`config.mk`:
```
export PLATFORM = sky130hd
export DESIGN_NAME = vcom_seq
export DESIGN_NICKNAME = d
export VERILOG_FILES = /design/src/rtl/vcom_seq_pkg.sv /design/src/rtl/vcom_timebase.sv /design/src/rtl/vcom_link_arb.sv /design/src/rtl/vcom_power_seq.sv /design/src/rtl/vcom_seq.sv
export SDC_FILE = /design/constraint.sdc
export NUM_CORES = 1
export LEC_CHECK = 0
export ABC_AREA = 1
export BUFFER_PORTS_ARGS = -buffer_cell sky130_fd_sc_hd__buf_2
export CORE_ASPECT_RATIO = 0.75
export CORE_MARGIN = 5
export CORE_UTILIZATION = 54
export CTS_CLUSTER_SIZE = 14
export DETAILED_ROUTE_END_ITERATION = 12
export PLACE_DENSITY = 0.8
export SYNTH_ARGS = -nofsm -noshare
export SYNTH_HDL_FRONTEND = slang
export SYNTH_SLANG_ARGS = --single-unit
```
`constraint.sdc`:
```
create_clock -name clk -period 1.4 [get_ports clk]
set_input_delay 0.14 -clock clk [delete_from_list [all_inputs] [get_ports clk]]
set_output_delay 0.14 -clock clk [all_outputs]
set_load 0.005 [all_outputs]
```
`src/rtl/vcom_seq_pkg.sv`:
```
package vcom_seq_pkg;

  typedef enum logic [1:0] {
    VM_SERIAL   = 2'd0,
    VM_EXTERNAL = 2'd1,
    VM_PULSE    = 2'd2,
    VM_EXT_ALT  = 2'd3
  } vcom_mode_e;

  typedef enum logic [1:0] {
    LK_IDLE   = 2'd0,
    LK_MAINT  = 2'd1,
    LK_UPDATE = 2'd2,
    LK_CLEAR  = 2'd3
  } link_kind_e;

  typedef enum logic [2:0] {
    PS_OFF    = 3'd0,
    PS_CLR_UP = 3'd1,
    PS_PIN_UP = 3'd2,
    PS_ON     = 3'd3,
    PS_CLR_DN = 3'd4,
    PS_PIN_DN = 3'd5
  } pwr_state_e;

  // Header byte: bit2 clear, bit1 polarity, bit0 update; zero means maintain.
  function automatic logic [7:0] cmd_header(input link_kind_e kind, input logic pol);
    cmd_header = {5'b0, (kind == LK_CLEAR), pol, (kind == LK_UPDATE)};
  endfunction

endpackage

```
`src/rtl/vcom_timebase.sv`:
```
module vcom_timebase
  import vcom_seq_pkg::*;
#(
  parameter int TICK_CYCLES = 200_000_000,
  parameter int HIGH_CYCLES = 20_000_000
) (
  input  logic clk,
  input  logic rst_n,
  input  logic run,
  input  logic serial_en,
  input  logic pulse_en,
  output logic tick_maint,
  output logic pol,
  output logic extcom
);

  localparam int CW = (TICK_CYCLES > 1) ? $clog2(TICK_CYCLES) : 1;
  localparam logic [CW-1:0] LAST = CW'(TICK_CYCLES - 1);
  localparam logic [CW-1:0] HIGH = CW'(HIGH_CYCLES);

  logic [CW-1:0] cnt_q, cnt_d;
  logic          pol_q, pol_d;
  logic          ext_q, ext_d;
  logic          active, tick_c;

  always_comb begin
    active = run && (serial_en || pulse_en);
    tick_c = active && (cnt_q == LAST);
    if (!active)      cnt_d = '0;
    else if (tick_c)  cnt_d = '0;
    else              cnt_d = cnt_q + 1'b1;
    pol_d = (tick_c && serial_en) ? ~pol_q : pol_q;
    ext_d = run && pulse_en && (cnt_q < HIGH);
  end

  always_ff @(posedge clk or negedge rst_n) begin
    if (!rst_n) begin
      cnt_q <= '0;
      pol_q <= 1'b0;
      ext_q <= 1'b0;
    end else begin
      cnt_q <= cnt_d;
      pol_q <= pol_d;
      ext_q <= ext_d;
    end
  end

  assign tick_maint = tick_c && serial_en;
  assign pol        = pol_q;
  assign extcom     = ext_q;

  // polarity only moves on a serial tick
  p_pol_hold_r3: assert property (@(posedge clk) disable iff (!rst_n)
    !tick_maint |=> $stable(pol_q));

  // pulse output drops once generation stops
  p_ext_idle_r4: assert property (@(posedge clk) disable iff (!rst_n)
    !run |=> !ext_q);

endmodule

```
`src/rtl/vcom_link_arb.sv`:
```
module vcom_link_arb
  import vcom_seq_pkg::*;
(
  input  logic       clk,
  input  logic       rst_n,
  input  logic       clr_kick,
  input  logic       tick_maint,
  input  logic       run,
  input  logic       upd_req,
  input  logic       upd_allow,
  input  logic       link_done,
  input  logic       pol,
  output logic       clr_done,
  output logic       link_start,
  output logic [1:0] link_kind,
  output logic [7:0] link_hdr
);

  logic       busy_q, busy_d;
  logic       cpend_q, cpend_d;
  logic       mpend_q, mpend_d;
  logic       start_q, start_d;
  link_kind_e kind_q, kind_d;
  logic [7:0] hdr_q, hdr_d;
  logic       g_clr, g_mnt, g_upd, g_any;

  always_comb begin
    g_clr = !busy_q && cpend_q;
    g_mnt = !busy_q && !cpend_q && mpend_q;
    g_upd = !busy_q && !cpend_q && !mpend_q && upd_req && upd_allow;
    g_any = g_clr || g_mnt || g_upd;

    cpend_d = cpend_q;
    if (g_clr)    cpend_d = 1'b0;
    if (clr_kick) cpend_d = 1'b1;

    mpend_d = mpend_q;
    if (g_mnt)      mpend_d = 1'b0;
    if (tick_maint) mpend_d = 1'b1;
    if (!run)       mpend_d = 1'b0;

    busy_d = busy_q;
    if (link_done) busy_d = 1'b0;
    if (g_any)     busy_d = 1'b1;

    start_d = g_any;
    kind_d  = kind_q;
    if (g_clr)      kind_d = LK_CLEAR;
    else if (g_mnt) kind_d = LK_MAINT;
    else if (g_upd) kind_d = LK_UPDATE;
    hdr_d = g_any ? cmd_header(kind_d, pol) : hdr_q;
  end

  always_ff @(posedge clk or negedge rst_n) begin
    if (!rst_n) begin
      busy_q  <= 1'b0;
      cpend_q <= 1'b0;
      mpend_q <= 1'b0;
      start_q <= 1'b0;
      kind_q  <= LK_IDLE;
      hdr_q   <= '0;
    end else begin
      busy_q  <= busy_d;
      cpend_q <= cpend_d;
      mpend_q <= mpend_d;
      start_q <= start_d;
      kind_q  <= kind_d;
      hdr_q   <= hdr_d;
    end
  end

  assign clr_done   = busy_q && link_done && (kind_q == LK_CLEAR);
  assign link_start = start_q;
  assign link_kind  = kind_q;
  assign link_hdr   = hdr_q;

  // no new grant while a command is outstanding
  p_no_overlap_r6: assert property (@(posedge clk) disable iff (!rst_n)
    (busy_q && !link_done) |=> !start_q);

  // updates only leave while the panel is on
  p_upd_live_r9: assert property (@(posedge clk) disable iff (!rst_n)
    (start_q && kind_q == LK_UPDATE) |-> $past(upd_allow));

  // a pending clear wins a free link
  p_clr_first_r10: assert property (@(posedge clk) disable iff (!rst_n)
    (!busy_q && cpend_q) |=> (start_q && kind_q == LK_CLEAR));

endmodule

```
`src/rtl/vcom_power_seq.sv`:
```
module vcom_power_seq
  import vcom_seq_pkg::*;
(
  input  logic       clk,
  input  logic       rst_n,
  input  logic       en_req,
  input  logic [1:0] mode_in,
  input  logic       clr_done,
  output logic       clr_kick,
  output logic       disp_en,
  output logic       run,
  output logic       serial_en,
  output logic       pulse_en,
  output logic       live
);

  pwr_state_e st_q, st_d;
  vcom_mode_e mode_q, mode_d;
  logic       disp_q, disp_d;
  logic       run_q, run_d;
  logic       kick_q, kick_d;

  always_comb begin
    st_d   = st_q;
    mode_d = mode_q;
    disp_d = disp_q;
    run_d  = run_q;
    kick_d = 1'b0;
    case (st_q)
      PS_OFF: if (en_req) begin
        st_d   = PS_CLR_UP;
        kick_d = 1'b1;
        mode_d = vcom_mode_e'(mode_in);
      end
      PS_CLR_UP: if (clr_done) begin
        st_d   = PS_PIN_UP;
        disp_d = 1'b1;
      end
      PS_PIN_UP: begin
        st_d  = PS_ON;
        run_d = 1'b1;
      end
      PS_ON: if (!en_req) begin
        st_d   = PS_CLR_DN;
        kick_d = 1'b1;
      end
      PS_CLR_DN: if (clr_done) begin
        st_d   = PS_PIN_DN;
        disp_d = 1'b0;
      end
      PS_PIN_DN: begin
        st_d  = PS_OFF;
        run_d = 1'b0;
      end
      default: st_d = PS_OFF;
    endcase
  end

  always_ff @(posedge clk or negedge rst_n) begin
    if (!rst_n) begin
      st_q   <= PS_OFF;
      mode_q <= VM_EXTERNAL;
      disp_q <= 1'b0;
      run_q  <= 1'b0;
      kick_q <= 1'b0;
    end else begin
      st_q   <= st_d;
      mode_q <= mode_d;
      disp_q <= disp_d;
      run_q  <= run_d;
      kick_q <= kick_d;
    end
  end

  assign clr_kick  = kick_q;
  assign disp_en   = disp_q;
  assign run       = run_q;
  assign serial_en = (mode_q == VM_SERIAL);
  assign pulse_en  = (mode_q == VM_PULSE);
  assign live      = (st_q == PS_ON);

  // the pin is already high when generation starts
  p_pin_before_run_r7: assert property (@(posedge clk) disable iff (!rst_n)
    $rose(run_q) |-> disp_q);

  // the pin is already low when generation stops
  p_pin_drop_r8: assert property (@(posedge clk) disable iff (!rst_n)
    $fell(run_q) |-> !disp_q);

  // captured mode holds outside the off state
  p_mode_hold_r2: assert property (@(posedge clk) disable iff (!rst_n)
    (st_q != PS_OFF) |=> $stable(mode_q));

endmodule

```
`src/rtl/vcom_seq.sv`:
```
module vcom_seq
  import vcom_seq_pkg::*;
#(
  parameter int TICK_CYCLES = 200_000_000,
  parameter int HIGH_CYCLES = 20_000_000
) (
  input  logic       clk,
  input  logic       rst_n,
  input  logic       en_req,
  input  logic [1:0] mode_sel,
  input  logic       upd_req,
  input  logic       link_done,
  output logic       link_start,
  output logic [1:0] link_kind,
  output logic [7:0] link_hdr,
  output logic       disp_en,
  output logic       extcom
);

  logic clr_kick, clr_done, run, serial_en, pulse_en, live;
  logic tick_maint, pol;

  vcom_power_seq u_pwr (
    .clk       (clk),
    .rst_n     (rst_n),
    .en_req    (en_req),
    .mode_in   (mode_sel),
    .clr_done  (clr_done),
    .clr_kick  (clr_kick),
    .disp_en   (disp_en),
    .run       (run),
    .serial_en (serial_en),
    .pulse_en  (pulse_en),
    .live      (live)
  );

  vcom_timebase #(
    .TICK_CYCLES (TICK_CYCLES),
    .HIGH_CYCLES (HIGH_CYCLES)
  ) u_tb (
    .clk        (clk),
    .rst_n      (rst_n),
    .run        (run),
    .serial_en  (serial_en),
    .pulse_en   (pulse_en),
    .tick_maint (tick_maint),
    .pol        (pol),
    .extcom     (extcom)
  );

  vcom_link_arb u_arb (
    .clk        (clk),
    .rst_n      (rst_n),
    .clr_kick   (clr_kick),
    .tick_maint (tick_maint),
    .run        (run),
    .upd_req    (upd_req),
    .upd_allow  (live),
    .link_done  (link_done),
    .pol        (pol),
    .clr_done   (clr_done),
    .link_start (link_start),
    .link_kind  (link_kind),
    .link_hdr   (link_hdr)
  );

endmodule

```
# After elaboration in Yosys (flattened, before gate mapping)
# Index checks and enable logic that the tools add are counted.
# totals
regBits	47
latchBits	0
ramBits	0
mem_bits_ro	0
inputBits	7
out_inout_bits	13
wordCells	84
mem_count	0
# op_classes
add_sub_neg	1
n_mul	0
div	0
order_cmp	1
n_eq_ne	15
shifts	0
muxes	24
n_bitwise	1
n_reduce_logical	28
# op_table
op	count
$mux 28	2
$add 28x1->28 const B	1
$eq 28x28->1 const B	1
$lt 28x25->1 const B	1
$pmux 3 s5	1
$logic_and 1x1->1	13
$mux 3	4
$mux 1	11
$eq 2x2->1 const B	4
$ne 2x2->1 const B	4
$reduce_bool 2->1	4
$eq 3x2->1 const B	2
$eq 3x3->1 const B	2
$mux 2	3
$pmux 1 s2	3
$reduce_and 4->1	1
$eq 3x1->1 const B	1
$logic_not 1->1	3
$logic_not 3->1	1
$logic_or 1x1->1	3
$ne 3x2->1 const B	1
$reduce_and 3->1	1
$logic_not 2->1	1
$reduce_and 2->1	1
$not 1->1	1

# Logic depth before layout (Yosys ltp)
# logic_depth
word_depth	9
ltp_mapped	10
ltp_nobuf	9

# Cells and area by module
# From an unflattened synthesis, not the netlist that was laid out.
# hier_totals
hier_cells	365
area_unflattened_um2	2748.9
# by_module_without_submodules
module	instances	cells_per_inst	area_each_um2	seq_area_each_um2
vcom_timebase	1	269	1923.1	750.7
vcom_link_arb	1	45	422.9	225.2
vcom_power_seq	1	51	402.9	201.4

# Worst setup path before layout
# No wires, ideal clock.
# synth_timing
path_kind	reg2reg
start	register u_tb.cnt_q[0]
end	register u_tb.pol_q (netlist: u_tb.pol)
setup_time_ns	0.120
arrival_ns	1.283
required_time_ns	1.280
setup_slack_ns	-0.003
path_stages_with_launch	10
n_path_buf	1
period_less_slack_ns	1.403
cell_sequence	dfrtp_1 -> ha_1 -> nand2_1 -> nor2_4 -> nand2_4 -> nor2_1 -> nand2_1 -> buf_6 -> o21ai_1 -> nand2_1
# synth_between
elab_chain_len	3
# synth_lines
element	line	text
start: declaration	vcom_timebase.sv:21	logic [CW-1:0] cnt_q, cnt_d;
start signal: assignment	vcom_timebase.sv:42	cnt_q <= cnt_d;
$eq 28x28->1	vcom_timebase.sv:28	tick_c = active && (cnt_q == LAST);
$logic_and 1x1->1	vcom_timebase.sv:28	
$logic_and 1x1->1	vcom_timebase.sv:32	pol_d = (tick_c && serial_en) ? ~pol_q : pol_q;
end signal: assignment	vcom_timebase.sv:43	pol_q <= pol_d;
end: declaration	vcom_timebase.sv:22	logic pol_q, pol_d;
# Every way passes these cells.
# A chain may end at the register's enable or synchronous reset.

# Worst setup path after layout
# layout_timing
start	register u_tb.cnt_q[16]
end	register u_tb.cnt_q[18]
# layout_between
elab_chain_len	4
# layout_lines
element	line	text
parallel branches: the longest is 2 deep, another holds $add 28x1->28	n/a	
$mux 28 *	vcom_timebase.sv:30	else if (tick_c) cnt_d = '0;
$mux 28 *	vcom_timebase.sv:29	if (!active) cnt_d = '0;
net u_tb.cnt_d[18]	vcom_timebase.sv:21	
# Mark *: on every way through the listed nets, which the timed path passes.

==> flow_metrics.tcl <==
set metrics [dict create \
    reg2regPathDepth 8 \
    grt_use_total_pct 23.1 \
    period_share_pct 104 \
    critPathLaunchType "flip-flop" \
    wirelength_um 7690 \
    grt_pass1_wl_um 12000 \
    yosysSeqAreaShare_pct 43.4 \
    synth_edf_count 0 \
    clock-root-buffer "clkbuf_8" \
    grt_pass1_vias 2550 \
    fin_util_pct 74.4 \
    area_growth_pct 33.6 \
    synthDistinctLibCells 30 \
    synthAdderAreaFrac_pct 0.461 \
    antenna_found_initial 0 \
    nets 464 \
    grt-ovfl-total 0 \
    dieWidth_um 91.8 \
    synth_warnings 0 \
    critPathLaunch "u_tb.cnt_q[16]" \
    synthSimpleGateAreaFrac_pct 40.2 \
    status "finished with violations" \
    numCtsBuffers 5 \
    violations "setup timing" \
    reg2reg_from "u_tb.cnt_q[16]" \
    clk_pin_slew_ns 0.09 \
    n_antenna_cell 0 \
    clock_skew_ns 0.00991 \
    synth_top_family_by_area "simple AND/OR/NAND/NOR gates" \
    hold_viol 0 \
    htree_levels 2 \
    synthCells 385 \
    dpl.cell_count 494 \
    reg2reg_slack_ns -0.05 \
    num_rows 22 \
    cp-end-kind "flip-flop" \
    irDropWorstVdd_v 0.00143 \
    rr_endpoint "u_tb.cnt_q[18]" \
    cts_tree "done" \
    critPathMaxFanout 7 \
    rsz0062_at_grt "yes" \
    slew_violations 0 \
    cap_viol_max_count 0 \
    synth_area_leaders "dfrtp_1 42%, nand2_1 13%, nor2_1 13%" \
    min_period_ns 1.45 \
    viasPerCell 5.29 \
    setup_viol 22 \
    layout_setup_ws_ns -0.0514 \
    power.total_mw 4.15 \
    num_vias 2734 \
    drc_errors 0 \
    avgSynthCellArea_um2 7.05 \
    leakage_nw 1.68 \
    pin_count 20 \
    fillCellCount 366 \
    synth_xor_area_share_pct 1.94 \
    portBuffers 14 \
    synthFlopType "dfrtp_1" \
    worstSetupPathType "reg2reg" \
    max_freq_ghz 0.689 \
    min_path_type "in2reg" \
    dr.first_iter.drc_count 206 \
    synthesis.area_um2 2710 \
    die_h_um 71.4 \
    initial_core_util_pct 55.7 \
    p_per_area_nw_per_um2 1150 \
    synth_compound_gate_area_share_pct 4.57 \
    dieArea_um2 6560 \
    synth.mux.area_fraction_pct 0.830 \
    cp.arrival_ns 1.64 \
    layout-drive-gt1-share_pct 31.1 \
    yosysTopAreaCell "dfrtp_1" \
    cts_sinks 47 \
    place_hpwl_um 5150 \
    wire_per_inst_um 14.9 \
    drtPass1Iterations 5 \
    synth-async-reset-ratio_pct 100 \
    gp_congestion 0.926 \
    critical_path_required_ns 1.59 \
    grt_max_degree 48 \
    clk-insertion-delay-late_ns 0.30 \
    coreArea_um2 4870 \
    final_cells 517 \
    synth-seq-cells 47 \
    cp-endpoint "u_tb.cnt_q[18]" \
    clockBufferDepth 2 \
    yosysTopAreaCellShare_pct 42.4 \
    postRouteAntennaNets 0 \
]
## logic make-up after synthesis
logic type | Yosys count
xor gates and xnor gates | 6
buffers and inverters | 53
AOI/OAI and AO/OA | 22
and+or+nand+nor | 253
other | 1
adders and majority gates | 1
DFF | 47
muxes | 2
## critical path: stages (launching register included)
cell and delay (ns):
dfrtp_1 0.43, nand2_2 0.13, nor2_4 0.14, nand3_1 0.10, nor2_2 0.12, nand2_2 0.12
buf_12 0.16, nand2_2 0.09, nor3_1 0.06
## cells in the final DEF (no fill, tap or decap), types with 2 or more instances in the layout
master | synthesis | routed
a21oi_1 | 5 | 5
buf_12 | 0 | 4
buf_2 | 3 | 14
buf_4 | 5 | 44
buf_6 | 1 | 5
clkbuf_8 | 0 | 5
clkinvlp_4 | 0 | 2
conb_1 | 1 | 5
dfrtp_1 | 46 | 40
dfrtp_2 | 0 | 6
inv_1 | 43 | 40
inv_2 | 1 | 3
mux2_2 | 2 | 2
nand2_1 | 94 | 82
nand2_2 | 3 | 14
nand2_4 | 1 | 2
nand3_1 | 31 | 28
nand3_2 | 1 | 3
nand3b_1 | 3 | 3
nand4_1 | 9 | 9
nor2_1 | 92 | 69
nor2_2 | 4 | 15
nor2_4 | 3 | 15
nor3_1 | 12 | 11
o211ai_1 | 2 | 2
o21ai_0 | 9 | 8
o21ai_1 | 2 | 2
xor2_1 | 6 | 6
## synth_stat cells (3+ instances only)
library cell,number
nand2_1,94
inv_1,43
nand2_2,3
nor3_1,12
buf_4,5
o21ai_0,9
nor2_4,3
nand3b_1,3
buf_2,3
xor2_1,6
a21oi_1,5
nand4_1,9
dfrtp_1,46
nand3_1,31
nor2_2,4
nor2_1,92
## power by group
| group | switching, mW | leakage [nW] | internal [mW] | total (mW) |
|---|---|---|---|---|
| clock | 0.467 | 0.0514 | 0.533 | 1.00 |
| combinational | 0.753 | 1.02 | 0.606 | 1.36 |
| sequential | 0.177 | 0.611 | 1.61 | 1.79 |
## sequential cells by signal, summed over array words and instances (netlist names)
signal	flops
u_arb.busy_q	1
u_arb.cpend_q	1
u_arb.link_hdr	3
u_arb.link_kind	2
u_arb.link_start	1
u_arb.mpend_q	1
u_pwr.clr_kick	1
u_pwr.disp_en	1
u_pwr.mode_q	2
u_pwr.run	1
u_pwr.st_q	3
u_tb.cnt_q	28
u_tb.extcom	1
u_tb.pol	1
## through the flow
stage / setup WS (ns) / TNS (ns) / cell area (um^2) / hold slack [ns]
after floorplan: 0.0214 / 0 / 2730 / -0.156
after global placement: -0.0763 / -0.299 / 3130 / 0.140
after detailed placement: -0.0928 / -0.731 / 3130 / 0.141
after CTS: -0.0422 / -0.107 / 3380 / 0.0308
after global routing: -0.171 / -3.13 / 3620 / 0.0503
final: -0.0514 / -0.646 / 3620 / 0.0310
## worst min-delay path by stage
stage	from	cells past startpoint	to	slack, ns
after floorplan	rst_n	0	u_arb.busy_q	-0.16
after global placement	rst_n	2	u_pwr.st_q[0]	0.14
after detailed placement	rst_n	2	u_pwr.st_q[2]	0.14
after CTS	link_done	2	u_arb.busy_q	0.03
after global routing	link_done	2	u_arb.busy_q	0.05
final	link_done	2	u_arb.busy_q	0.03
## layer usage
layer / GRT usage, % / up-vias / share of wire [%] / wire length, um
li1: - / 1352 / - / -
met1: 33.5 / 1274 / 45 / 3480
met5: 0 / - / 0 / 0
met2: 36.2 / 99 / 47 / 3650
met3: 4.20 / 9 / 6.0 / 464
met4: 5.93 / 0 / 1.2 / 89
## repair_timing
action,4_1_cts,5_1_grt
gates cloned,0,1
endpoints found under the hold margin,46,0
setup buffers,5,9
endpoints found under the setup margin,25,32
resized for setup,24,47
hold buffers,1,0
pin swaps,4,16
## cell type report
type                    count  area [um^2]  share of cell area [%]
clock inverters             2         37.5                    1.04
well taps                  60         75.1                    2.07
flip-flops and latches     47         1180                    32.7
repair buffers             69          572                    15.8
multi-input cells         289         1510                    41.7
inverters                  44          169                    4.66
clock buffers               6         72.6                    2.00
(Power assumes the default switching activity.)
